### src/rtl/fft8_tail_stages.sv
module fft8_tail_stages #(
  parameter int W = 12
) (
  input  logic           clk,
  input  logic           rst_n,
  input  logic           start,
  input  logic [8*W-1:0] in_re,
  input  logic [8*W-1:0] in_im,
  output logic [8*W-1:0] out_re,
  output logic [8*W-1:0] out_im,
  output logic           done
);
  localparam int NPT = 8;
  localparam int NBF = NPT / 2;

  logic [1:0] phase;
  logic       done_q;
  logic       late;

  logic signed [W-1:0] br [NPT];
  logic signed [W-1:0] bi [NPT];
  logic signed [W-1:0] nr [NPT];
  logic signed [W-1:0] ni [NPT];

  logic signed [W-1:0] s_re [NBF];
  logic signed [W-1:0] s_im [NBF];
  logic signed [W-1:0] d_re [NBF];
  logic signed [W-1:0] d_im [NBF];

  assign late = (phase == 2'd2);
  assign done = done_q;

  for (genvar b = 0; b < NBF; b++) begin : g_bfly
    localparam int G  = (b / 2) * 4;
    localparam int J  = b % 2;
    localparam int P2 = G + J;
    localparam int Q2 = G + J + 2;
    localparam int P3 = G + 2 * J;
    localparam int Q3 = G + 2 * J + 1;
    logic signed [W-1:0] pr, pi, qr, qi, dr, di;
    logic rot;
    assign pr = late ? br[P3] : br[P2];
    assign pi = late ? bi[P3] : bi[P2];
    assign qr = late ? br[Q3] : br[Q2];
    assign qi = late ? bi[Q3] : bi[Q2];
    assign s_re[b] = pr + qr;
    assign s_im[b] = pi + qi;
    assign dr = pr - qr;
    assign di = pi - qi;
    assign rot = !late && (J == 1);
    assign d_re[b] = rot ? di : dr;
    assign d_im[b] = rot ? -dr : di;
  end

  always_comb begin
    for (int k = 0; k < NPT; k++) begin
      nr[k] = '0;
      ni[k] = '0;
    end
    for (int b = 0; b < NBF; b++) begin
      if (late) begin
        nr[(b/2)*4 + 2*(b%2)]     = s_re[b];
        ni[(b/2)*4 + 2*(b%2)]     = s_im[b];
        nr[(b/2)*4 + 2*(b%2) + 1] = d_re[b];
        ni[(b/2)*4 + 2*(b%2) + 1] = d_im[b];
      end else begin
        nr[(b/2)*4 + (b%2)]       = s_re[b];
        ni[(b/2)*4 + (b%2)]       = s_im[b];
        nr[(b/2)*4 + (b%2) + 2]   = d_re[b];
        ni[(b/2)*4 + (b%2) + 2]   = d_im[b];
      end
    end
  end

  always_ff @(posedge clk or negedge rst_n) begin
    if (!rst_n) begin
      phase  <= 2'd0;
      done_q <= 1'b0;
      for (int k = 0; k < NPT; k++) begin
        br[k] <= '0;
        bi[k] <= '0;
      end
    end else begin
      done_q <= 1'b0;
      case (phase)
        2'd0: if (start) begin
          phase <= 2'd1;
          for (int k = 0; k < NPT; k++) begin
            br[k] <= in_re[k*W +: W];
            bi[k] <= in_im[k*W +: W];
          end
        end
        2'd1: begin
          phase <= 2'd2;
          for (int k = 0; k < NPT; k++) begin
            br[k] <= nr[k];
            bi[k] <= ni[k];
          end
        end
        2'd2: begin
          phase  <= 2'd0;
          done_q <= 1'b1;
          for (int k = 0; k < NPT; k++) begin
            br[k] <= nr[k];
            bi[k] <= ni[k];
          end
        end
        default: phase <= 2'd0;
      endcase
    end
  end

  for (genvar k = 0; k < NPT; k++) begin : g_out
    assign out_re[k*W +: W] = br[k];
    assign out_im[k*W +: W] = bi[k];
  end

  a_r6_done_one_cycle: assert property (@(posedge clk) disable iff (!rst_n)
    done |=> !done);
  a_r6_done_after_late: assert property (@(posedge clk) disable iff (!rst_n)
    done |-> $past(phase) == 2'd2);
  a_r8_entry_only_idle: assert property (@(posedge clk) disable iff (!rst_n)
    (phase == 2'd1) |-> ($past(phase) == 2'd0 && $past(start)));
  a_r9_hold_idle: assert property (@(posedge clk) disable iff (!rst_n)
    (phase == 2'd0 && !start) |=> ($stable(out_re) && $stable(out_im)));
endmodule

### config.mk
export PLATFORM = sky130hd
export DESIGN_NAME = fft8_tail_stages
export DESIGN_NICKNAME = d
export VERILOG_FILES = /design/src/rtl/fft8_tail_stages.sv
export SDC_FILE = /design/constraint.sdc
export NUM_CORES = 1
export LEC_CHECK = 0
export BUFFER_PORTS_ARGS = -buffer_cell sky130_fd_sc_hd__clkbuf_2
export CELL_PAD_IN_SITES_DETAIL_PLACEMENT = 1
export CELL_PAD_IN_SITES_GLOBAL_PLACEMENT = 1
export CORE_MARGIN = 4
export CORE_UTILIZATION = 42
export DETAILED_ROUTE_END_ITERATION = 10
export PLACE_DENSITY_LB_ADDON = 0.1
export SYNTH_ARGS = -nofsm -noshare
export SYNTH_HDL_FRONTEND = slang
export SYNTH_SLANG_ARGS = --single-unit
### constraint.sdc
create_clock -name clk -period 5.8 [get_ports clk]
set_clock_uncertainty 0.05 [all_clocks]
set_input_delay 0.58 -clock clk [delete_from_list [all_inputs] [get_ports clk]]
set_output_delay 0.58 -clock clk [all_outputs]
set_load 0.02 [all_outputs]
Yosys cells after proc, flatten, opt, wreduce, memory -nomap -nowiden
Cells that the tools add are included.
{"block": "totals", "input_bits": 195, "register_bits": 195, "output_inout_bits": 193}
{"block": "classes", "reduce_logical": 4, "eq_ne": 3, "muxes": 27, "add_sub_neg": 18}
{"cell": "96-bit one-hot mux with 2 select lines", "n": 2}
{"cell": "12-bit 2-to-1 mux", "n": 20}
{"cell": "96-bit 2-to-1 mux", "n": 2}
{"cell": "12-bit adder", "n": 8}
{"cell": "12-bit subtractor", "n": 8}
{"cell": "12-bit negation", "n": 2}
{"cell": "2-bit one-hot mux with 2 select lines", "n": 1}
{"cell": "2-bit by 1-bit == test with 1-bit output, second input constant", "n": 1}
{"cell": "2-bit == test, second input constant", "n": 1}
{"cell": "2-bit logical NOT", "n": 1}
{"cell": "2-bit 2-to-1 mux", "n": 1}
{"cell": "2-bit inequality test, second input constant", "n": 1}
{"cell": "2-bit AND reduction", "n": 1}
{"cell": "2-bit nonzero test", "n": 1}
{"cell": "2-bit OR reduction", "n": 1}
{"cell": "1-bit 2-to-1 mux", "n": 1}

Depth between registers and ports, before layout
Gate-level depths: netlist of run 1.
{"block": "logic_depth", "depth_word": 6, "ltp_mapped": 19}

Worst setup path before layout of run 1
No wires, ideal clock.
{"block": "synth_timing", "kind": "register to register", "start": "register phase[0]", "end": "register br, in the netlist g_bfly[0].pr[10]", "n_path_buf": 4, "arrival_ps": 4301, "t_required_ps": 5617, "stages_incl_launch_ff": 18, "setup_slack_ps": 1316, "cell_sequence": "dfrtp_1 inv_1 ha_1 buf_2 clkbuf_1 buf_1 buf_1 mux2_2 ha_1 fa_1 a21o_1 a21oi_1 o21bai_1 a2111o_1 a31o_2 a21oi_1 xnor2_1 o21ai_0"}
{"block": "synth_between", "elab_chain_len": 4, "word_cells_on_any_way": 10, "cone_classes": "add/sub (1); eq/ne (3); mux (2); reduce/logical (4)"}
{"item": "start, declared", "line_no": "16", "rtl": "logic [1:0] phase;"}
{"item": "start signal, assigned", "line_no": "77", "rtl": "phase <= 2'd0;"}
{"item": "start signal, assigned", "line_no": "87", "rtl": "phase <= 2'd1;"}
{"item": "start signal, assigned", "line_no": "94", "rtl": "phase <= 2'd2;"}
{"item": "2-bit == test (*)", "line_no": "30", "rtl": "assign late = (phase == 2'd2);"}
{"item": "via late", "line_no": "18", "rtl": "logic late;"}
{"item": "12-bit 2-to-1 mux or 2-bit OR reduction (tied branches)"}
{"item": "12-bit adder or 2-bit nonzero test (tied branches)"}
{"item": "96-bit one-hot mux with 2 select lines or 2-bit AND reduction (tied branches)"}
{"item": "end signal, assigned by index", "line_no": "89", "rtl": "br[k] <= in_re[k*W +: W];"}
{"item": "end signal, assigned by index", "line_no": "96", "rtl": "br[k] <= nr[k];"}
{"item": "end signal, assigned by index", "line_no": "104", "rtl": "br[k] <= nr[k];"}
{"item": "end, declared", "line_no": "20", "rtl": "logic signed [W-1:0] br [NPT];"}
Mark *: on every way through the listed nets, which the timed path passes. The rest lies on a longest branch.
A chain may end at the register's enable or synchronous reset.

Worst setup path in the final report of run 1
{"block": "layout_timing", "start": "register phase[0]", "end": "register br, in the netlist out_re[23]"}
{"block": "layout_between", "elab_chain_len": 5, "word_cells_on_any_way": 13, "cone_classes": "add/sub (2); eq/ne (3); mux (4); reduce/logical (4)"}
{"item": "2-bit == test (*)", "line_no": "30"}
{"item": "via late", "line_no": "18"}
{"item": "12-bit 2-to-1 mux, on equally long branches", "line_no": "42, 44"}
{"item": "12-bit adder or 12-bit subtractor (tied branches)", "line_no": "46, 48"}
{"item": "12-bit 2-to-1 mux", "line_no": "61", "rtl": "if (late) begin"}
{"item": "96-bit one-hot mux with 2 select lines", "line_no": "85", "rtl": "case (phase)"}
Marks and branches as above.

==> results of run 1 <==
area by class of cell:
class,count,area (um2),area share [%]
Tap cell,600,751,3.34
Multi-Input combinational cell,1875,13500,59.9
Antenna cell,5,12.5,0.0556
Clock buffer,19,443,1.97
Sequential cell,195,4880,21.7
Timing Repair Buffer,409,2150,9.55
Clock inverter,13,160,0.712
Inverter,167,631,2.80
cell usage after synthesis, types with 10 or more instances:
library cell / count
a21o_1: 24
a21oi_1: 276
a221oi_1: 13
a31oi_1: 10
and3_1: 36
buf_1: 20
clkbuf_1: 120
dfrtp_1: 195
fa_1: 16
ha_1: 184
inv_1: 165
mux2_2: 88
mux2i_1: 118
nand2_1: 163
nand2b_1: 22
nand3_1: 33
nor2_1: 202
nor2b_1: 34
nor3_1: 49
o211ai_1: 42
o21a_1: 25
o21ai_0: 159
o21bai_1: 29
o22a_1: 12
o22ai_1: 12
o31ai_1: 12
o41ai_1: 10
or3_1: 15
xnor2_1: 101
xor2_1: 53
sequential cells by signal (all words and copies together), names as in the netlist:
signal,cells
done,1
g_bfly.pi,24
g_bfly.pr,24
g_bfly.qi,24
g_bfly.qr,24
out_im,48
out_re,48
phase,2
metrics by stage:
| step | setup slack [ns] | cells | hold slack, ns |
|---|---|---|---|
| after floorplan | 1.32 | 2385 | 0.234 |
| after global placement | 1.45 | 3246 | 0.460 |
| after detailed placement | 1.35 | 3246 | 0.477 |
| after CTS | 1.29 | 3278 | 0.0857 |
| after global routing | 1.00 | 3281 | 0.117 |
| final | 1.26 | 3283 | 0.0465 |
cells in the final DEF, fill, tap and decap left out, types with 22 or more instances in the layout:
cell type  Yosys  routed
clkbuf_2       0     386
a21oi_1      276     276
nor2_1       202     202
dfrtp_1      195     195
ha_1         184     182
inv_1        165     165
nand2_1      163     163
o21ai_0      159     159
mux2i_1      118     118
xnor2_1      101     101
mux2_2        88      88
xor2_1        53      53
nor3_1        49      49
o211ai_1      42      42
and3_1        36      36
nor2b_1       34      34
nand3_1       33      33
o21bai_1      29      29
o21a_1        25      24
a21o_1        24      24
nand2b_1      22      22
path summary, 6_finish.rpt:
path                                 start         endpoint  slack [ns]  cells past startpoint
worst max-delay path              phase[0]       out_re[23]        1.26                     13
worst min-delay path                 rst_n       out_im[80]        0.05                      1
min in group clk                 in_re[85]  g_bfly[3].qr[1]        0.28                      3
worst max register to register    phase[0]       out_re[23]        1.26                     13
max in group asynchronous            rst_n  g_bfly[3].qi[1]        4.26                      2
worst min register to register  out_re[61]       out_re[61]        0.49                      2
kinds of logic (layout without fill, tap and decap cells):
| family | Yosys count | count (layout) |
|---|---|---|
| flip-flops | 195 | 195 |
| AND/OR/NAND/NOR | 593 | 593 |
| XOR/XNOR | 154 | 154 |
| other | 0 | 5 |
| adder cells (fa/ha/maj) | 200 | 200 |
| AO/OA/AOI/OAI | 722 | 722 |
| buffers and inverters | 315 | 608 |
| multiplexers | 206 | 206 |
metal layers:
metal	routed length, um	global-route usage (%)	vias up	part of all wire (%)
li1	-	-	8970	-
met1	29800	33.7	9455	41
met2	37100	50.9	372	52
met3	3230	5.83	86	4.5
met4	1790	8.11	2	2.5
met5	13	0	-	0.018
==> impl_metrics.env, run 1 <==
export IMPL_setup_violations=0
export IMPL_yosys_area_share_adder_pct=13.4
export IMPL_cts_setup_buffers=0
export IMPL_hpwl_um=54800
export IMPL_ys_types=76
export IMPL_fill_cells=5630
export IMPL_routed_wl_um=71900
export IMPL_synth_seq_area_share_pct=25.0
export IMPL_min_period_over_period_pct=78.2
export IMPL_cpPeakStageDelay_ns=0.81
export IMPL_yosysTopAreaCell="dfrtp_1"
export IMPL_cpLargestDelayFamily="compound AO/OA/AOI/OAI gates"
export IMPL_synth_top_area_share_pct=25.0
export IMPL_routed_wire_length_per_instance_um=21.9
export IMPL_post_cts_resize_count=0
export IMPL_row_count=78
export IMPL_clk_insertion_delay_late_ns=0.51
export IMPL_ant_nets=0
export IMPL_gp_congestion=0.870
export IMPL_via_per_inst=5.75
export IMPL_synthSimpleGateAreaFrac_pct=14.1
export IMPL_async_flop_share_pct=100
export IMPL_grt_pass1_vias=20050
export IMPL_slowest_stage="a2111oi_0"
export IMPL_htreeDepth=4
export IMPL_root_buffer="clkbuf_16"
export IMPL_cts_tree="built"
export IMPL_layout_drive_gt1_share_pct=20.9
export IMPL_layout_nets=3060
export IMPL_synth_xor_area_share_pct=6.91
export IMPL_ys_ff_latch=195
export IMPL_drt_iter0_drc=947
export IMPL_synth_top_family_by_area="compound AO/OA/AOI/OAI gates"
export IMPL_status="completed"
export IMPL_clkTransAtPathRegs_ns=0.08
export IMPL_hold_class="input pin to async pin"
export IMPL_design_area_um2=22500
export IMPL_worstMarginPinSlew_ns=1.28
export IMPL_yosys_warnings=0
export IMPL_crit_chain="inv_1, ha_4, buf_12, mux2_2, ha_1, nor3_1, a2111oi_0, o31ai_1, a21oi_1, o31ai_1, xnor2_1, nand2_1, a21oi_1"
export IMPL_drc_errors=0
export IMPL_arrival_ns=4.92
export IMPL_grt_pass1_wl_um=112000
export IMPL_core_area_um2=45700
export IMPL_timing_final_max_slew_violations=0
export IMPL_fin_crit_ns=4.54
export IMPL_synthMuxAreaShare_pct=11.1
export IMPL_antenna_found_initial=6
export IMPL_setup_tns_ns=0
export IMPL_grt_max_degree=93
export IMPL_synth_compound_area_share_pct=23.3
export IMPL_syn_avg_cell_area_um2=8.18
export IMPL_ctsHoldBuffers=0
export IMPL_ys_flop_type="dfrtp_1"
export IMPL_die_y_um=224
export IMPL_crit_required_ns=6.19
export IMPL_ys_top_cells_by_area="dfrtp_1 25%, ha_1 12%, a21oi_1 7.1%"
export IMPL_crit_fanout=47
export IMPL_hold_viol_final=0
export IMPL_area_delta_synth_final_pct=15.3
export IMPL_dieArea_um2=50000
export IMPL_port_buffers=387
export IMPL_cts_sinks=195
export IMPL_die_w_um=224
export IMPL_synth_nets=2780
export IMPL_start_kind="register"
export IMPL_critPathKind="register to register"
export IMPL_numCtsBuffers=17
export IMPL_vias=18885
export IMPL_syn_inst=2385
export IMPL_synth_edf_count=0
export IMPL_grt_setup_unrepaired="no"
export IMPL_netlist_area_um2=19500
export IMPL_ios=388
export IMPL_grt_overflow_total=0
export IMPL_place_area_um2=21900
export IMPL_cts_buffer_depth=2
export IMPL_critPathBufInv=2
export IMPL_crit_path_end_kind="register"
export IMPL_start_util_pct=42.7
export IMPL_timing_slew_headroom_pct=14.3
export IMPL_grt_usage_pct=28.1
export IMPL_dr_pass1_iters=5
export IMPL_fmax_mhz=220
export IMPL_cap_violations=0
export IMPL_finish_utilization_pct=49.3
Power of run 1 is left out: the tool's default activity adds up to more than one toggle a clock period on the data nets, which glitch-free logic cannot reach.
==> inputs of run 2 (changes only) <==
==> constraint.sdc (replaced) <==
create_clock -name clk -period 4.75 [get_ports clk]
set_clock_uncertainty 0.05 [all_clocks]
set_input_delay 0.475 -clock clk [delete_from_list [all_inputs] [get_ports clk]]
set_output_delay 0.475 -clock clk [all_outputs]
set_load 0.02 [all_outputs]
==> run 2 against run 1 <==
  * Global-route usage decreased by 0.16 points
  * Flip-flop and latch count unchanged
  * Final area increased by 0.29%
  * Cell count about the same
==> impl_metrics.env, run 2 (synthesis results as in run 1) <==
export IMPL_worstMarginPinSlew_ns=1.01
export IMPL_rrSetupSlack_ns=0.55
export IMPL_grt_pass1_vias=20246
export IMPL_grt_max_degree=115
export IMPL_routed_wire_length_per_instance_um=21.6
export IMPL_antenna_found_initial=6
export IMPL_numCtsBuffers=17
export IMPL_worst_r2r_endpoint="g_bfly[2].pi[8]"
export IMPL_min_period_over_period_pct=88.5
export IMPL_slowest_stage="a2111oi_0"
export IMPL_cts_buffer_depth=2
export IMPL_place_area_um2=22000
export IMPL_status="completed"
export IMPL_timing_slew_headroom_pct=33.0
export IMPL_root_buffer="clkbuf_16"
export IMPL_cpPeakStageDelay_ns=0.73
export IMPL_drt_iter0_drc=1079
export IMPL_post_cts_resize_count=0
export IMPL_grt_setup_unrepaired="no"
export IMPL_reg2reg_depth=14
export IMPL_cts_sinks=195
export IMPL_critPathKind="register to register"
export IMPL_ant_nets=0
export IMPL_hold_class="input pin to async pin"
export IMPL_crit_fanout=24
export IMPL_crit_path_end_kind="register"
export IMPL_grt_pass1_wl_um=112000
export IMPL_design_area_um2=22600
export IMPL_finish_utilization_pct=49.4
export IMPL_dr_pass1_iters=5
export IMPL_die_y_um=224
export IMPL_grt_overflow_total=0
export IMPL_fill_cells=5616
export IMPL_layout_drive_gt1_share_pct=21.0
export IMPL_port_buffers=387
export IMPL_vias=18845
export IMPL_multi_input_area_um2=13500
export IMPL_cts_setup_buffers=0
export IMPL_setup_tns_ns=0
export IMPL_clkTransAtPathRegs_ns=0.07
export IMPL_layout_nets=3066
export IMPL_clk_insertion_delay_late_ns=0.52
export IMPL_setup_violations=0
export IMPL_seqCellArea_um2=4880
export IMPL_crit_required_ns=5.06
export IMPL_timing_final_max_slew_violations=0
export IMPL_drc_errors=0
export IMPL_routed_wl_um=71000
export IMPL_finalHoldWorstSlack_ns=0.0235
export IMPL_cts_tree="built"
export IMPL_row_count=78
export IMPL_crit_chain="inv_1, ha_4, buf_12, mux2_2, ha_1, fa_1, a21o_1, a21oi_1, o21bai_1, a2111oi_0, nor2_1, xnor2_1, mux2i_1, o21ai_0"
export IMPL_hold_viol_final=0
export IMPL_ctsHoldBuffers=0
export IMPL_arrival_ns=4.51
export IMPL_fin_crit_ns=4.20
export IMPL_via_per_inst=5.73
export IMPL_core_area_um2=45700
export IMPL_start_util_pct=42.7
export IMPL_htreeDepth=4
export IMPL_dieArea_um2=50000
export IMPL_gp_congestion=0.873
export IMPL_grt_usage_pct=27.9
export IMPL_die_w_um=224
export IMPL_start_kind="register"
export IMPL_fmax_mhz=238
export IMPL_layout_common_cells="386 x clkbuf_2, 276 x a21oi_1, 202 x nor2_1"
export IMPL_area_delta_synth_final_pct=15.7
export IMPL_ios=388
export IMPL_r2r_start="phase[0]"
export IMPL_hpwl_um=54700
export IMPL_mostFrequentLayoutCell="clkbuf_2"
export IMPL_cap_violations=0
[run 2: metrics by stage]
step	cells	setup WS, ns
2_1_floorplan	2385	0.266
3_3_place_gp	3252	0.732
3_5_place_dp	3252	0.641
4_1_cts	3282	0.540
5_1_grt	3286	0.198
6_report	3286	0.547
[run 2: final cells by class]
type                    count  share of cell area [%]
multi-input cells        1875                    59.7
flip-flops and latches    195                    21.6
repair buffers            415                    9.94
well taps                 600                    3.33
inverters                 167                    2.79
clock buffers              21                    2.08
clock inverters             9                   0.466
diodes                      4                  0.0443
[run 2: routing by layer]
metal | share of wire (%) | global-route usage (%) | vias up
met4 | 2.3 | 8.47 | 4
met1 | 42 | 33.6 | 9402
met2 | 52 | 50.7 | 352
met5 | 0.031 | 0 | -
met3 | 4.0 | 5.16 | 85
li1 | - | - | 9002
[run 2: how the worst max path moves through the flow]
stage	startpoint	to	slack [ns]	cells past startpoint
after detailed placement	phase[0]	g_bfly[1].qr[10]	0.64	16
after CTS	phase[0]	g_bfly[2].pi[8]	0.54	14
after global placement	phase[0]	g_bfly[0].pr[10]	0.73	14
after floorplan	phase[0]	g_bfly[0].pr[10]	0.27	17
after global routing	phase[0]	g_bfly[2].pi[8]	0.20	14
final	phase[0]	g_bfly[2].pi[8]	0.55	14
[run 2: critical path: cells and delay by family, from the launching register on]
family	cells	cell delay, ns
multiplexers	2	0.50
flip-flops	1	0.40
XOR/XNOR	1	0.16
adder cells (fa/ha/maj)	3	1.02
AND/OR/NAND/NOR	1	0.14
AO/OA/AOI/OAI	5	1.38
buffers and inverters	2	0.40
Power of run 2 is left out for the same reason.
==> inputs of run 3 (changes only) <==
--- a/config.mk
+++ b/config.mk
@@ -12,6 +12,7 @@
 export CORE_UTILIZATION = 42
 export DETAILED_ROUTE_END_ITERATION = 10
 export PLACE_DENSITY_LB_ADDON = 0.1
+export RECOVER_POWER = 100
 export SYNTH_ARGS = -nofsm -noshare
 export SYNTH_HDL_FRONTEND = slang
 export SYNTH_SLANG_ARGS = --single-unit
==> run 3 against run 2 <==
  * The flow now finishes with violations (capacitance limit, slew limit)
  * Critical path depth shrank 6
  * Register-to-register slack lost 0.06 ns
  * Die area stayed put
==> impl_metrics.env, run 3 (synthesis results as in run 1) <==
export IMPL_die_w_um=224
export IMPL_crit_required_ns=5.15
export IMPL_routed_wire_length_per_instance_um=21.6
export IMPL_arrival_ns=4.66
export IMPL_worstMarginPinSlew_ns=2.79
export IMPL_vias=18900
export IMPL_dieArea_um2=50000
export IMPL_crit_fanout=114
export IMPL_hpwl_um=54700
export IMPL_layout_drive_gt1_share_pct=13.2
export IMPL_grt_pass1_wl_um=112000
export IMPL_clk_insertion_delay_late_ns=0.52
export IMPL_port_buffers=387
export IMPL_gp_congestion=0.873
export IMPL_ctsHoldBuffers=0
export IMPL_die_y_um=224
export IMPL_ant_nets=0
export IMPL_core_area_um2=45700
export IMPL_cts_buffer_depth=2
export IMPL_row_count=78
export IMPL_root_buffer="clkbuf_16"
export IMPL_post_cts_resize_count=0
export IMPL_finish_utilization_pct=48.7
export IMPL_finalHoldWorstSlack_ns=0.172
export IMPL_critPathKind="register to register"
export IMPL_mostFrequentLayoutCell="a21oi_1"
export IMPL_ios=388
export IMPL_timing_slew_headroom_pct=-86.0
export IMPL_layout_nets=3066
export IMPL_fin_crit_ns=4.26
export IMPL_cap_violations=3
export IMPL_start_util_pct=42.7
export IMPL_grt_pass1_vias=20246
export IMPL_fill_cells=5703
export IMPL_cts_setup_buffers=0
export IMPL_reg2reg_depth=8
export IMPL_r2r_start="phase[1]"
export IMPL_rrSetupSlack_ns=0.49
export IMPL_antenna_found_initial=6
export IMPL_hold_viol_final=0
export IMPL_crit_end="out_im[70]"
export IMPL_violations="capacitance limit, slew limit"
export IMPL_setup_tns_ns=0
export IMPL_grt_max_degree=115
export IMPL_numCtsBuffers=17
export IMPL_worst_r2r_endpoint="out_im[70]"
export IMPL_start_kind="register"
export IMPL_cts_sinks=195
export IMPL_min_period_over_period_pct=89.8
export IMPL_setup_violations=0
export IMPL_cp_startpoint="phase[1]"
export IMPL_seqCellArea_um2=4880
export IMPL_cts_tree="built"
export IMPL_dr_pass1_iters=5
export IMPL_fmax_mhz=235
export IMPL_clkTransAtPathRegs_ns=0.07
export IMPL_via_per_inst=5.75
export IMPL_htreeDepth=4
export IMPL_routed_wl_um=71100
export IMPL_crit_path_end_kind="register"
export IMPL_drt_iter0_drc=987
export IMPL_grt_setup_unrepaired="no"
export IMPL_hold_class="input pin to register"
export IMPL_status="finished with violations"
export IMPL_layout_common_cells="276 x a21oi_1, 202 x nor2_1, 199 x clkbuf_2"
export IMPL_grt_usage_pct=27.9
export IMPL_multi_input_area_um2=13400
export IMPL_grt_overflow_total=0
export IMPL_area_delta_synth_final_pct=13.9
export IMPL_timing_final_max_slew_violations=217
export IMPL_drc_errors=0
run 3: cell count changes in the layout (fill, tap and decap cells not counted), sizes merged:
cell,before,now
clkbuf,408,415
buf,28,21
run 3: layer usage:
layer | GRT usage [%] | vias to the layer above | part of all wire, % | wire, um
met5 | 0 | - | 0.031 | 22
met4 | 8.47 | 4 | 2.3 | 1620
met3 | 5.16 | 84 | 4.0 | 2870
met2 | 50.7 | 365 | 52 | 36800
met1 | 33.6 | 9442 | 42 | 29800
li1 | - | 9005 | - | -
run 3: how the worst min path moves through the flow:
| stage | startpoint | to | depth (start not counted) |
|---|---|---|---|
| 5_1_grt | in_im[37] | g_bfly[1].qi[1] | 3 |
| 2_1_floorplan | rst_n | done | 0 |
| 3_5_place_dp | phase[0] | phase[0] | 1 |
| 4_1_cts | rst_n | g_bfly[2].pi[9] | 1 |
| 3_3_place_gp | phase[0] | phase[0] | 1 |
| 6_report | in_im[37] | g_bfly[1].qi[1] | 3 |
run 3: stage by stage:
step	worst slack (ns)	cell area [um2]	instances
2_1_floorplan	0.266	19500	2385
3_3_place_gp	0.732	22000	3252
3_5_place_dp	0.641	22000	3252
4_1_cts	0.540	22600	3282
5_1_grt	0.109	22200	3286
6_report	0.486	22200	3286
run 3: layout make-up:
class | instances | area share (%)
well taps | 600 | 3.38
flip-flops and latches | 195 | 22.0
multi-input cells | 1875 | 60.4
repair buffers | 415 | 8.80
diodes | 4 | 0.0450
clock buffers | 21 | 2.12
inverters | 167 | 2.84
clock inverters | 9 | 0.473
run 3: critical path, cell delays in order, from the launching register on:
cell and delay (ns):
dfrtp_1 0.40, inv_1 0.09, ha_1 0.95, inv_4 0.24
o21a_2 1.18, buf_6 0.75, a21oi_1 0.15, o221ai_1 0.13
o21a_1 0.16
Power of run 3 is left out for the same reason.
